**src/rtl/serial_rx_pkg.sv**
```systemverilog
package serial_rx_pkg;

   typedef enum logic [2:0] {
      RX_IDLE,
      RX_START,
      RX_DATA,
      RX_PAR,
      RX_STOP
   } rx_state_e;

   // data bit count for a size code; unused codes fall back to eight
   function automatic logic [3:0] size_to_bits(input logic [2:0] code);
      case (code)
         3'd0:    size_to_bits = 4'd5;
         3'd1:    size_to_bits = 4'd6;
         3'd2:    size_to_bits = 4'd7;
         3'd6,
         3'd7:    size_to_bits = 4'd9;
         default: size_to_bits = 4'd8;
      endcase
   endfunction

   function automatic logic size_is_nine(input logic [2:0] code);
      size_is_nine = (code[2:1] == 2'b11);
   endfunction

endpackage

```
**src/rtl/rx_line_sync.sv**
```systemverilog
module rx_line_sync #(
   parameter int STAGES = 2
) (
   input  logic clk,
   input  logic rst_n,
   input  logic d_i,
   output logic q_o,
   output logic fall_o
);
   generate
      if (STAGES < 2) begin : g_bad
         $error("rx_line_sync: STAGES must be at least 2");
      end
   endgenerate

   logic [STAGES-1:0] chain_q;
   logic              last_q;

   generate
      for (genvar i = 0; i < STAGES; i++) begin : g_stage
         if (i == 0) begin : g_first
            always_ff @(posedge clk or negedge rst_n)
               if (!rst_n) chain_q[0] <= 1'b1;
               else        chain_q[0] <= d_i;
         end else begin : g_next
            always_ff @(posedge clk or negedge rst_n)
               if (!rst_n) chain_q[i] <= 1'b1;
               else        chain_q[i] <= chain_q[i-1];
         end
      end
   endgenerate

   always_ff @(posedge clk or negedge rst_n)
      if (!rst_n) last_q <= 1'b1;
      else        last_q <= chain_q[STAGES-1];

   assign q_o    = chain_q[STAGES-1];
   assign fall_o = last_q & ~chain_q[STAGES-1];
endmodule

```
**src/rtl/rx_bit_engine.sv**
```systemverilog
module rx_bit_engine
   import serial_rx_pkg::*;
#(
   parameter int OSR = 16
) (
   input  logic       clk,
   input  logic       rst_n,
   input  logic       tick_i,
   input  logic       line_i,
   input  logic       fall_i,
   input  logic [2:0] cfg_size_i,
   input  logic [1:0] cfg_par_i,
   output logic       frame_v_o,
   output logic [8:0] frame_dat_o,
   output logic       frame_perr_o,
   output logic       frame_ferr_o,
   output logic       frame_nine_o,
   output logic       frame_hifirst_o
);
   localparam int CW   = $clog2(OSR);
   localparam int HALF = OSR / 2;

   generate
      if (OSR < 4 || (OSR % 2) != 0) begin : g_bad
         $error("rx_bit_engine: OSR must be even and at least 4");
      end
   endgenerate

   rx_state_e      st_q;
   logic [CW-1:0]  cnt_q;
   logic [3:0]     bit_q;
   logic [3:0]     nbits_q;
   logic [8:0]     sh_q;
   logic           pen_q, podd_q, nine_q, hif_q;
   logic           perr_q, ferr_q, fv_q;
   logic           exp_par;

   assign exp_par = (^sh_q) ^ podd_q;

   always_ff @(posedge clk or negedge rst_n) begin
      if (!rst_n) begin
         st_q    <= RX_IDLE;
         cnt_q   <= '0;
         bit_q   <= '0;
         nbits_q <= 4'd8;
         sh_q    <= '0;
         pen_q   <= 1'b0;
         podd_q  <= 1'b0;
         nine_q  <= 1'b0;
         hif_q   <= 1'b0;
         perr_q  <= 1'b0;
         ferr_q  <= 1'b0;
         fv_q    <= 1'b0;
      end else begin
         fv_q <= 1'b0;
         case (st_q)
            RX_IDLE: begin
               if (fall_i) begin
                  st_q  <= RX_START;
                  cnt_q <= '0;
               end
            end
            RX_START: begin
               if (tick_i) begin
                  if (cnt_q == CW'(HALF - 1)) begin
                     cnt_q <= '0;
                     if (!line_i) begin
                        st_q    <= RX_DATA;
                        bit_q   <= '0;
                        sh_q    <= '0;
                        perr_q  <= 1'b0;
                        nbits_q <= size_to_bits(cfg_size_i);
                        nine_q  <= size_is_nine(cfg_size_i);
                        hif_q   <= cfg_size_i[0];
                        pen_q   <= cfg_par_i[1];
                        podd_q  <= cfg_par_i[0];
                     end else begin
                        st_q <= RX_IDLE;
                     end
                  end else begin
                     cnt_q <= cnt_q + 1'b1;
                  end
               end
            end
            default: begin
               if (tick_i) begin
                  if (cnt_q == CW'(OSR - 1)) begin
                     cnt_q <= '0;
                     if (st_q == RX_DATA) begin
                        sh_q[bit_q] <= line_i;
                        bit_q       <= bit_q + 1'b1;
                        if (bit_q == nbits_q - 1'b1)
                           st_q <= pen_q ? RX_PAR : RX_STOP;
                     end else if (st_q == RX_PAR) begin
                        perr_q <= (line_i != exp_par);
                        st_q   <= RX_STOP;
                     end else begin
                        ferr_q <= ~line_i;
                        fv_q   <= 1'b1;
                        st_q   <= RX_IDLE;
                     end
                  end else begin
                     cnt_q <= cnt_q + 1'b1;
                  end
               end
            end
         endcase
      end
   end

   assign frame_v_o       = fv_q;
   assign frame_dat_o     = sh_q;
   assign frame_perr_o    = perr_q;
   assign frame_ferr_o    = ferr_q;
   assign frame_nine_o    = nine_q;
   assign frame_hifirst_o = hif_q;
endmodule

```
**src/rtl/rx_char_hold.sv**
```systemverilog
module rx_char_hold (
   input  logic       clk,
   input  logic       rst_n,
   input  logic       frame_v_i,
   input  logic [8:0] frame_dat_i,
   input  logic       frame_perr_i,
   input  logic       frame_ferr_i,
   input  logic       frame_nine_i,
   input  logic       frame_hifirst_i,
   input  logic       rd_i,
   output logic [7:0] rd_data_o,
   output logic       done_o,
   output logic       perr_o,
   output logic       ferr_o
);
   logic [8:0] dat_q;
   logic       done_q, perr_q, ferr_q, nine_q, hif_q, phase_q;
   logic [7:0] lo_b, hi_b, first_b, second_b;

   always_ff @(posedge clk or negedge rst_n) begin
      if (!rst_n) begin
         dat_q   <= '0;
         done_q  <= 1'b0;
         perr_q  <= 1'b0;
         ferr_q  <= 1'b0;
         nine_q  <= 1'b0;
         hif_q   <= 1'b0;
         phase_q <= 1'b0;
      end else if (frame_v_i) begin
         dat_q   <= frame_dat_i;
         done_q  <= 1'b1;
         perr_q  <= frame_perr_i;
         ferr_q  <= frame_ferr_i;
         nine_q  <= frame_nine_i;
         hif_q   <= frame_hifirst_i;
         phase_q <= 1'b0;
      end else if (rd_i && done_q) begin
         if (nine_q && !phase_q) begin
            phase_q <= 1'b1;
         end else begin
            done_q  <= 1'b0;
            perr_q  <= 1'b0;
            ferr_q  <= 1'b0;
            phase_q <= 1'b0;
         end
      end
   end

   always_comb begin
      lo_b     = dat_q[7:0];
      hi_b     = {7'b0, dat_q[8]};
      first_b  = hif_q ? hi_b : lo_b;
      second_b = hif_q ? lo_b : hi_b;
      if (!done_q)      rd_data_o = 8'h00;
      else if (!nine_q) rd_data_o = lo_b;
      else              rd_data_o = phase_q ? second_b : first_b;
   end

   assign done_o = done_q;
   assign perr_o = perr_q;
   assign ferr_o = ferr_q;
endmodule

```
**src/rtl/serial_frame_rx.sv**
```systemverilog
module serial_frame_rx #(
   parameter int OSR         = 16,
   parameter int SYNC_STAGES = 2
) (
   input  logic       clk,
   input  logic       rst_n,
   input  logic [2:0] cfg_size_i,
   input  logic [1:0] cfg_par_i,
   input  logic       tick16_i,
   input  logic       rxd_i,
   input  logic       rd_i,
   output logic [7:0] rd_data_o,
   output logic       done_o,
   output logic       perr_o,
   output logic       ferr_o
);
   logic       line_s, line_fall;
   logic       frame_v;
   logic [8:0] frame_dat;
   logic       frame_perr, frame_ferr, frame_nine, frame_hif;

   rx_line_sync #(.STAGES(SYNC_STAGES)) u_sync (
      .clk    (clk),
      .rst_n  (rst_n),
      .d_i    (rxd_i),
      .q_o    (line_s),
      .fall_o (line_fall)
   );

   rx_bit_engine #(.OSR(OSR)) u_eng (
      .clk             (clk),
      .rst_n           (rst_n),
      .tick_i          (tick16_i),
      .line_i          (line_s),
      .fall_i          (line_fall),
      .cfg_size_i      (cfg_size_i),
      .cfg_par_i       (cfg_par_i),
      .frame_v_o       (frame_v),
      .frame_dat_o     (frame_dat),
      .frame_perr_o    (frame_perr),
      .frame_ferr_o    (frame_ferr),
      .frame_nine_o    (frame_nine),
      .frame_hifirst_o (frame_hif)
   );

   rx_char_hold u_hold (
      .clk             (clk),
      .rst_n           (rst_n),
      .frame_v_i       (frame_v),
      .frame_dat_i     (frame_dat),
      .frame_perr_i    (frame_perr),
      .frame_ferr_i    (frame_ferr),
      .frame_nine_i    (frame_nine),
      .frame_hifirst_i (frame_hif),
      .rd_i            (rd_i),
      .rd_data_o       (rd_data_o),
      .done_o          (done_o),
      .perr_o          (perr_o),
      .ferr_o          (ferr_o)
   );
endmodule

```
**config.mk**
```make
export PLATFORM = sky130hd
export DESIGN_NAME = serial_frame_rx
export DESIGN_NICKNAME = d
export VERILOG_FILES = /design/src/rtl/serial_rx_pkg.sv /design/src/rtl/rx_line_sync.sv /design/src/rtl/rx_bit_engine.sv /design/src/rtl/rx_char_hold.sv /design/src/rtl/serial_frame_rx.sv
export SDC_FILE = /design/constraint.sdc
export NUM_CORES = 1
export LEC_CHECK = 0
export BUFFER_PORTS_ARGS = -buffer_cell sky130_fd_sc_hd__buf_2
export CELL_PAD_IN_SITES_DETAIL_PLACEMENT = 2
export CELL_PAD_IN_SITES_GLOBAL_PLACEMENT = 2
export CORE_MARGIN = 3
export CORE_UTILIZATION = 28
export DETAILED_ROUTE_END_ITERATION = 6
export GPL_TIMING_DRIVEN = 0
export PLACE_DENSITY = 0.71
export SETUP_SLACK_MARGIN = 0.02
export SLEW_MARGIN = 20
export SYNTH_ARGS = -nofsm -noshare
export SYNTH_HDL_FRONTEND = slang
export SYNTH_SLANG_ARGS = --single-unit
```
**constraint.sdc**
```tcl
create_clock -name clk -period 2.5 [get_ports clk]
set_input_delay 0.375 -clock clk [delete_from_list [all_inputs] [get_ports clk]]
set_output_delay 0.375 -clock clk [all_outputs]
set_load 0.05 [all_outputs]
```
==> results of run 1 <==
[synth_stat cells (2+ instances only)]
library cell and instances:
nor2_1 10, and3_1 8, nand3b_1 7, buf_2 3
a21oi_1 2, a31oi_1 2, a22o_1 2, dfrtp_1 45
ha_1 6, nor2b_1 2, nor3_1 2, xnor2_1 12
dfstp_2 4, mux2_2 12, a21o_1 3, nand2_1 30
mux2i_1 11, o21ai_0 12, clkbuf_1 6, or3_1 2
xor2_1 8, inv_1 8, nand4_1 2, o31ai_1 2
nand3_1 10
[layout make-up]
class | instances | area, um2
clock inverters | 1 | 30.0
well taps | 105 | 131
clock buffers | 7 | 86.3
fillers | 931 | 5540
plain buffers | 10 | 48.8
inverters | 8 | 30.0
repair buffers | 20 | 103
flip-flops and latches | 49 | 1230
multi-input cells | 162 | 1140
[power by group through the flow]
stage	sequential (mW)	combinational (mW)	clock, mW
floorplan	0.951	0.320	0
global route	0.987	0.491	0.643
finish	0.964	0.424	0.582
detailed placement	0.982	0.429	0
global placement	0.976	0.409	0
CTS	0.969	0.438	0.615
[layer usage]
layer | share of wire (%) | routed length [um]
met1 | 46 | 2610
met4 | 0.85 | 48
met3 | 2.9 | 165
met2 | 50 | 2820
met5 | 0 | 0
[cell families (layout without fill, tap and decap cells)]
family / after synthesis / after routing / share of synthesized area, %
multiplexers: 24 / 24 / 10.5
flip-flops: 49 / 49 / 50.3
AND/OR/NAND/NOR: 79 / 79 / 16.7
XOR/XNOR: 20 / 20 / 7.15
buffers and inverters: 18 / 46 / 3.22
AO/OA/AOI/OAI: 33 / 33 / 9.10
adder cells (fa/ha/maj): 6 / 6 / 3.07
[sequential cells by signal, indices dropped and copies added, names as in the netlist, 3 cells and up]
signal             count
u_eng.frame_dat_o      9
u_hold.dat_q           9
u_eng.bit_q            4
u_eng.cnt_q            4
u_eng.nbits_q          4
u_eng.st_q             3
[worst max-delay path, delay by kind of cell, from the launching register on]
kind / cells / cell delay, ps
buf+inv: 2 / 480
simple gates: 3 / 890
flops: 1 / 400
mux: 1 / 90
fa+ha+maj: 1 / 210
[how the worst max path moves through the flow]
stage / start / end / slack (ps) / cells past startpoint
2_1_floorplan: u_hold.done_o$_DFFE_PN0P_ / rd_data_o[0] / 500 / 2
3_3_place_gp: u_eng.cnt_q[0]$_DFFE_PN0P_ / u_eng.frame_dat_o[8]$_DFFE_PN0P_ / 320 / 7
3_5_place_dp: u_eng.cnt_q[0]$_DFFE_PN0P_ / u_eng.frame_dat_o[7]$_DFFE_PN0P_ / 250 / 7
4_1_cts: u_eng.cnt_q[0]$_DFFE_PN0P_ / u_eng.frame_dat_o[7]$_DFFE_PN0P_ / 220 / 7
5_1_grt: u_eng.cnt_q[0]$_DFFE_PN0P_ / u_eng.frame_dat_o[8]$_DFFE_PN0P_ / 100 / 7
6_report: u_eng.cnt_q[0]$_DFFE_PN0P_ / u_eng.frame_dat_o[7]$_DFFE_PN0P_ / 270 / 7
==> reports/qor.txt, run 1 <==
most common cell after layout, fill and taps aside = dfrtp_1
fin nets = 272
worst hold path class = input pin to asynchronous set/reset pin
Crit Path Category = flip-flop to flip-flop
sequential share of the synthesized area = 50.3%
Pint = 1.38 mW
CTS H-Tree Depth = 2
P per Cell Area = 704 nW/um2
slowest CP cell = or4_1
crit-path cells = ha_1, nand3_1, or4_1, clkbuf_1, clkbuf_1, nand2_1, mux2i_1
cell taking the most area after synthesis = dfrtp_1
run status = complete, no violations
Tmin final = 2230 ps
Combinational Power Share = 21.5%
Starting Density = 29.4%
Die Ht = 99.5 um
Post-synth EDFFs = 0
synthesized area per cell = 10.7 um2
Post-CTS Setup Bufs = 0
Post-Place Setup Slack = 255 ps
Final Hold Vio Count = 0
placed cell area = 2680 um2
final setup vio count = 0
M2 GR Usage = 21.2%
Yosys reg bits = 49
GR Overflow Total = 0
Area contributors post-synth = dfrtp_1, mux2_2, nand2_1
Finished Layout Cells = 362
slew margin rel. = 38.2%
post-layout util = 33.6%
clk_lat worst skew = 290 ps
Setup crit start kind = flip-flop
highest-count cells in the layout ignoring fill and taps = dfrtp_1, nand2_1, buf_2
top_reg_cell synth = dfrtp_1
number of global-route vias before repair = 1955
Final Cell Area = 2800 um2
Setup TNS Final = 0 ps
final wirelength = 5.64 mm
RSZ-0062 raised after global routing = false
CTS tree = built
busiest grt layer = met2
CTS buffer count = 5
CP endpoint kind = flip-flop
CTS clk-pin slew, worst paths = 90 ps
reg2reg start = u_eng.cnt_q[0]$_DFFE_PN0P_
Max Buffers Root-to-Sink = 2
peak supply drop = 0.221 mV
hold slack final = 100 ps
layout cell share with drive strength beyond 1 = 20.6%
DP HPWL = 4.20 mm
reg2reg end = u_eng.frame_dat_o[7]$_DFFE_PN0P_
routed wire length per instance = 15.6 um
Critical Path Max Stage Delay = 530 ps
top cell type's share of synthesized area = 46.0%
ys async rst share = 100%
Reg2Reg Setup Slack = 270 ps
ant diodes = 0
GRT Overall Usage = 12.6%
Ys Warns = 0
Cell Area, Synth = 2450 um2
post-CTS sizing = 0
initial antenna violation count = 0
clk sinks = 49
NetSw = 0.588 mW
sequential power share = 48.9%
pin count of the biggest net entering global routing = 50
worst setup margin = 267 ps
period utilization = 89.3%
Hold Buf Count CTS = 0
crit-path most repeated cell = clkbuf_1
DIE AREA = 9900 um2
placed instance count = 354
Detail Route Antenna Nets = 0
clk_skew = 3.43 ps
Switching Fraction = 29.9%
Critical Path Fanout Max = 10
Residual DRC = 0
total power = 1.97 mW
IO Pins = 21
max cap viols = 0
Netlist cell types = 43
worst-case reg-to-reg path depth = 7
f_max = 448 MHz
vias per inst = 4.87
Syn-to-layout area delta = 14.3%
cells after synthesis = 229
first-pass GRT wire length = 10.0 mm
Syn Nets = 245
initial DRC count = 62
WP data arrival = 2380 ps
DR vias = 1764
leakage = 1.40 nW
die width = 99.5 um
met1 usage in global routing = 16.7%
Clock power frac = 29.5%
pin slew with the least headroom to its limit = 919 ps
I/O Buffers = 20
Core Region = 8340 um2
Root Buffer = clkbuf_8
first-pass iteration count of the detailed router = 4
FP Rows = 33
Slew Limit Fails = 0
met3 Usage GRT = 1.96%
Worst Path Required = 2640 ps
RD Place Congestion = 0.721
Note: power is estimated with default switching activity, not from simulation.
==> run 2: changes to the inputs <==
--- a/config.mk
+++ b/config.mk
@@ -10,6 +10,7 @@
 export CELL_PAD_IN_SITES_GLOBAL_PLACEMENT = 2
 export CORE_MARGIN = 3
 export CORE_UTILIZATION = 28
+export CTS_CLUSTER_DIAMETER = 100
 export DETAILED_ROUTE_END_ITERATION = 6
 export GPL_TIMING_DRIVEN = 0
 export PLACE_DENSITY = 0.71
==> constraint.sdc (replaced) <==
create_clock -name clk -period 2.2 [get_ports clk]
set_input_delay 0.33 -clock clk [delete_from_list [all_inputs] [get_ports clk]]
set_output_delay 0.33 -clock clk [all_outputs]
set_load 0.05 [all_outputs]
==> reports/qor.txt, run 2 (synthesis gave the netlist of run 1 again) <==
run status = complete, no violations
fin nets = 272 (unchanged)
slew margin rel. = 56.2% (+18 points)
clk_lat worst skew = 300 ps (about the same)
highest-count cells in the layout ignoring fill and taps = dfrtp_1, nand2_1, buf_2
final setup vio count = 0 (unchanged)
WP data arrival = 2310 ps (-70 ps)
Post-Place Setup Slack = -45.4 ps (-300 ps)
RD Place Congestion = 0.721 (unchanged)
CP endpoint kind = flip-flop
pin slew with the least headroom to its limit = 657 ps (-262 ps)
Syn-to-layout area delta = 15.6%
Core Region = 8340 um2 (unchanged)
Starting Density = 29.4% (unchanged)
initial DRC count = 63 (+1.6%)
worst setup margin = 109 ps (-158 ps)
CTS tree = built
max cap viols = 0 (unchanged)
Multi-input gate area = 1170 um2 (+2.5%)
slowest CP cell = or4_1
placed instance count = 354 (unchanged)
Residual DRC = 0 (unchanged)
Hold Buf Count CTS = 0 (unchanged)
ant diodes = 0 (unchanged)
peak supply drop = 0.251 mV (+14%)
final wirelength = 5.69 mm (+0.80%)
DR vias = 1757 (-0.40%)
IO Pins = 21 (unchanged)
DP HPWL = 4.20 mm (unchanged)
Max Buffers Root-to-Sink = 2 (unchanged)
GRT Overall Usage = 12.6% (+0.015 points)
Critical Path Fanout Max = 10 (unchanged)
Critical Path Max Stage Delay = 420 ps (-110 ps)
CTS H-Tree Depth = 2 (unchanged)
routed wire length per instance = 15.7 um (+0.80%)
Worst Path Required = 2420 ps (-220 ps)
period utilization = 95.1% (+5.7 points)
worst hold path class = input pin to asynchronous set/reset pin
Tmin final = 2090 ps (-142 ps)
crit-path cells = buf_2, nor2b_1, nand2_2, or4_1, clkbuf_2, or3_1, o21ai_1
I/O Buffers = 20 (unchanged)
Slew Limit Fails = 0 (unchanged)
Crit Path Category = flip-flop to flip-flop
f_max = 478 MHz (+6.8%)
first-pass GRT wire length = 10.0 mm (about the same)
vias per inst = 4.85 (-0.40%)
DIE AREA = 9900 um2 (unchanged)
GR Overflow Total = 0 (unchanged)
post-layout util = 33.9% (+0.38 points)
CTS clk-pin slew, worst paths = 90 ps (about the same)
layout cell share with drive strength beyond 1 = 22.6% (+1.9 points)
P per Cell Area = 799 nW/um2 (+13%)
Fill cells = 926 (-0.54%)
Final Hold Vio Count = 0 (unchanged)
first-pass iteration count of the detailed router = 4 (unchanged)
clk_skew = 6.36 ps (+2.93 ps)
leakage = 1.40 nW (+0.60%)
Setup crit start kind = flip-flop
number of global-route vias before repair = 1955 (unchanged)
die width = 99.5 um (unchanged)
most common cell after layout, fill and taps aside = dfrtp_1
Root Buffer = clkbuf_8
pin count of the biggest net entering global routing = 50 (unchanged)
FP Rows = 33 (unchanged)
register area = 1230 um2 (unchanged)
RSZ-0062 raised after global routing = true
Die Ht = 99.5 um (unchanged)
clk sinks = 49 (unchanged)
CTS buffer count = 5 (unchanged)
Detail Route Antenna Nets = 0 (unchanged)
initial antenna violation count = 0 (unchanged)
Finished Layout Cells = 362 (unchanged)
==> run 2: layout make-up <==
type / count / area share (%)
Multi-Input combinational cell: 162 / 41.2
Clock inverter: 1 / 1.06
Timing Repair Buffer: 20 / 3.63
Tap cell: 105 / 4.64
Inverter: 8 / 1.06
Sequential cell: 49 / 43.5
Buffer: 10 / 1.81
Clock buffer: 7 / 3.05
==> run 2: what timing repair did <==
item / CTS / global route
buffers inserted: 0 / 0
endpoints found under the setup margin: 10 / 14
gates resized for setup: 2 / 7
==> run 2: routing by layer <==
metal  GRT usage (%)  share of wire, %
met3            1.96               2.4
met2            21.2                50
met4            3.47               1.2
met5               0                 0
met1            16.7                47
==> run 2: final timing paths <==
path                                             start                                to  slack (ps)  cells after the start
max reg2reg                  u_eng.st_q[2]$_DFFE_PN0P_      u_eng.nbits_q[1]$_DFFE_PN0P_         110                      7
min reg2reg                u_sync.chain_q[0]$_DFF_PN1_              u_sync.q_o$_DFF_PN1_         360                      0
min in group clk                                 rxd_i       u_sync.chain_q[0]$_DFF_PN1_         120                      1
max in group asynchronous                        rst_n  u_eng.frame_dat_o[5]$_DFFE_PN0P_        1700                      1
max                          u_eng.st_q[2]$_DFFE_PN0P_      u_eng.nbits_q[1]$_DFFE_PN0P_         110                      7
min                                              rst_n         u_eng.st_q[2]$_DFFE_PN0P_          50                      1
==> run 2: critical path: cells and delay by family (launching register included) <==
kind / cells / cell delay (ps)
compound gates: 1 / 100
simple gates: 4 / 1190
flops: 1 / 370
buf+inv: 2 / 370
==> run 2: power breakdown <==
part | internal [mW] | switching (mW)
clock network | 0.371 | 0.294
registers | 0.989 | 0.112
logic | 0.214 | 0.281
==> run 2: through the flow <==
step	setup TNS (ps)	instance area [um2]	total power [mW]	hold slack [ps]
2_1_floorplan	0	2450	1.44	34.4
3_3_place_gp	0	2680	1.57	346
3_5_place_dp	-61.4	2680	1.60	349
4_1_cts	0	2810	2.30	82.2
5_1_grt	-14.1	2830	2.43	92.7
6_report	0	2830	2.26	49.4
==> run 3: changes to the inputs <==
--- a/config.mk
+++ b/config.mk
@@ -5,6 +5,7 @@
 export SDC_FILE = /design/constraint.sdc
 export NUM_CORES = 1
 export LEC_CHECK = 0
+export ABC_AREA = 1
 export BUFFER_PORTS_ARGS = -buffer_cell sky130_fd_sc_hd__buf_2
 export CELL_PAD_IN_SITES_DETAIL_PLACEMENT = 2
 export CELL_PAD_IN_SITES_GLOBAL_PLACEMENT = 2
@@ -13,7 +14,7 @@
 export CTS_CLUSTER_DIAMETER = 100
 export DETAILED_ROUTE_END_ITERATION = 6
 export GPL_TIMING_DRIVEN = 0
-export PLACE_DENSITY = 0.71
+export PLACE_DENSITY = 0.78
 export SETUP_SLACK_MARGIN = 0.02
 export SLEW_MARGIN = 20
 export SYNTH_ARGS = -nofsm -noshare
==> reports/qor.txt, run 3 <==
WP data arrival = 1570 ps (-740 ps)
first-pass iteration count of the detailed router = 4 (unchanged)
ant diodes = 0 (unchanged)
f_max = 527 MHz (+10%)
P per Cell Area = 886 nW/um2 (+11%)
worst setup margin = 302 ps (+193 ps)
Core Region = 9460 um2 (+13%)
cell taking the most area after synthesis = dfrtp_1
I/O Buffers = 20 (unchanged)
die width = 106 um (+6.5%)
ys async rst share = 100% (unchanged)
worst hold path class = input pin to asynchronous set/reset pin
leakage = 1.62 nW (+15%)
cells after synthesis = 394 (+72%)
CTS H-Tree Depth = 2 (unchanged)
top cell type's share of synthesized area = 40.2% (-5.8 points)
synthesized area per cell = 7.11 um2 (-34%)
period utilization = 86.3% (-8.8 points)
Post-Place Setup Slack = 459 ps (+504 ps)
Root Buffer = clkbuf_8
post-CTS sizing = 0 (-2)
DIE AREA = 11200 um2 (+13%)
clk_lat worst skew = 310 ps (about the same)
RSZ-0062 raised after global routing = false
layout cell share with drive strength beyond 1 = 11.8% (-11 points)
vias per inst = 4.79 (-1.2%)
top_reg_cell synth = dfrtp_1
Critical Path Fanout Max = 4 (-6)
final setup vio count = 0 (unchanged)
CP endpoint kind = output port
Pint = 1.73 mW (+9.8%)
CTS buffer count = 5 (unchanged)
reg2reg start = u_eng.cnt_q[0]$_DFFE_PN0P_
Setup crit start = u_hold.phase_q$_DFFE_PN0P_
Die Ht = 106 um (+6.5%)
Detail Route Antenna Nets = 0 (unchanged)
FP Rows = 35 (+6.1%)
Setup TNS Final = 0 ps (unchanged)
NetSw = 1.11 mW (+62%)
Ys Warns = 0 (unchanged)
initial DRC count = 110 (+75%)
total power = 2.84 mW (+26%)
Post-CTS Setup Bufs = 0 (unchanged)
CTS clk-pin slew, worst paths = 100 ps (about the same)
sequential power share = 39.1% (-9.6 points)
DP HPWL = 6.03 mm (+44%)
CTS tree = built
RD Place Congestion = 0.811 (+13%)
count leader, synth = nand2_1
peak supply drop = 0.270 mV (+7.3%)
Final Cell Area = 3210 um2 (+13%)
clk sinks = 49 (unchanged)
number of global-route vias before repair = 2881 (+47%)
Clock power frac = 28.0% (-1.4 points)
Combinational Power Share = 32.9% (+11 points)
Setup crit start kind = flip-flop
post-layout util = 33.9% (-0.045 points)
Syn-to-layout area delta = 14.5%
Yosys reg bits = 49 (unchanged)
Area contributors post-synth = dfrtp_1, nand2_1, inv_1
Switching Fraction = 39.2% (+8.8 points)
GR Overflow Total = 0 (unchanged)
first-pass GRT wire length = 14.2 mm (+41%)
Max Buffers Root-to-Sink = 2 (unchanged)
placed cell area = 3060 um2 (+14%)
sequential share of the synthesized area = 44.0% (-6.3 points)
Post-synth EDFFs = 0 (unchanged)
Netlist cell types = 30 (-30%)
Tmin final = 1900 ps (-193 ps)
max cap viols = 0 (unchanged)
DR vias = 2642 (+50%)
routed wire length per instance = 14.3 um (-8.7%)
Residual DRC = 0 (unchanged)
Hold Buf Count CTS = 0 (unchanged)
run status = complete, no violations
Post-synth top cells = nand2_1, dfrtp_1, inv_1
highest-count cells in the layout ignoring fill and taps = nand2_1, dfrtp_1, inv_1, nor2_1, nand3_1
initial antenna violation count = 0 (unchanged)
GRT Overall Usage = 15.4% (+2.8 points)
clk_skew = 7.15 ps (+0.788 ps)
Worst Path Required = 1870 ps (-550 ps)
pin slew with the least headroom to its limit = 657 ps (-0.238 ps)
Syn Nets = 410 (+67%)
Reg2Reg Setup Slack = 440 ps (+330 ps)
pin count of the biggest net entering global routing = 50 (unchanged)
Final Hold Vio Count = 0 (unchanged)
Slew Limit Fails = 0 (unchanged)
fin nets = 437 (+61%)
IO Pins = 21 (unchanged)
Crit Path Category = flip-flop to output port
Cell Area, Synth = 2800 um2 (+14%)
final wirelength = 7.91 mm (+39%)
most common cell after layout, fill and taps aside = nand2_1
Starting Density = 29.6% (+0.25 points)
slew margin rel. = 56.2% (about the same)
## run 3: final cells by class
cell class,instances,area [um2]
well taps,129,161
fillers,1176,6250
plain buffers,9,53.8
flip-flops and latches,49,1230
repair buffers,20,103
multi-input cells,287,1340
clock buffers,5,68.8
clock inverters,3,68.8
inverters,49,184
## run 3: path summary, 6_finish.rpt
| check | endpoint | cells after the start |
|---|---|---|
| worst min register to register | u_sync.q_o$_DFF_PN1_ | 0 |
| min in group clk | u_sync.chain_q[0]$_DFF_PN1_ | 1 |
| max in group asynchronous | u_eng.frame_dat_o[5]$_DFFE_PN0P_ | 1 |
| worst max register to register | u_eng.st_q[2]$_DFFE_PN0P_ | 10 |
| worst min-delay path | u_hold.done_o$_DFFE_PN0P_ | 1 |
| worst max-delay path | rd_data_o[0] | 6 |
## run 3: logic make-up after synthesis
logic type	Yosys count	share of synthesized area [%]
and+or+nand+nor	238	36.4
buffers and inverters	58	8.49
DFF	49	44.0
AOI/OAI and AO/OA	40	7.55
adders and majority gates	6	2.68
xor gates and xnor gates	3	0.939
## run 3: routing by layer
layer  track usage, %  vias to the layer above  wire [um]
li1                 -                     1301          -
met1             19.4                     1310       3740
met2             27.6                       25       3970
met3             2.37                        6        135
met4             3.42                        0         63
met5                0                        -          0
## run 3: worst max-delay path, cell delays in order (launching register included)
cell	delay, ps
dfrtp_1	420
nand2_1	80
nand2_1	70
nor2_1	170
o21ai_0	130
a21oi_1	130
buf_2	270
## run 3: power by group through the flow
| stage | registers (mW) | clock network [mW] | logic, mW |
|---|---|---|---|
| 3_3_place_gp | 1.12 | 0 | 0.880 |
| 5_1_grt | 1.13 | 0.865 | 1.10 |
| 3_5_place_dp | 1.13 | 0 | 0.931 |
| 6_report | 1.11 | 0.794 | 0.936 |
| 4_1_cts | 1.11 | 0.824 | 0.950 |
| 2_1_floorplan | 1.11 | 0 | 0.668 |
## run 3: per-stage QoR
| stage | hold WS [ps] | instances |
|---|---|---|
| 6_report | 43.4 | 551 |
| 2_1_floorplan | 34.4 | 394 |
| 3_5_place_dp | 348 | 543 |
| 5_1_grt | 84.4 | 551 |
| 3_3_place_gp | 345 | 543 |
| 4_1_cts | 65.8 | 551 |
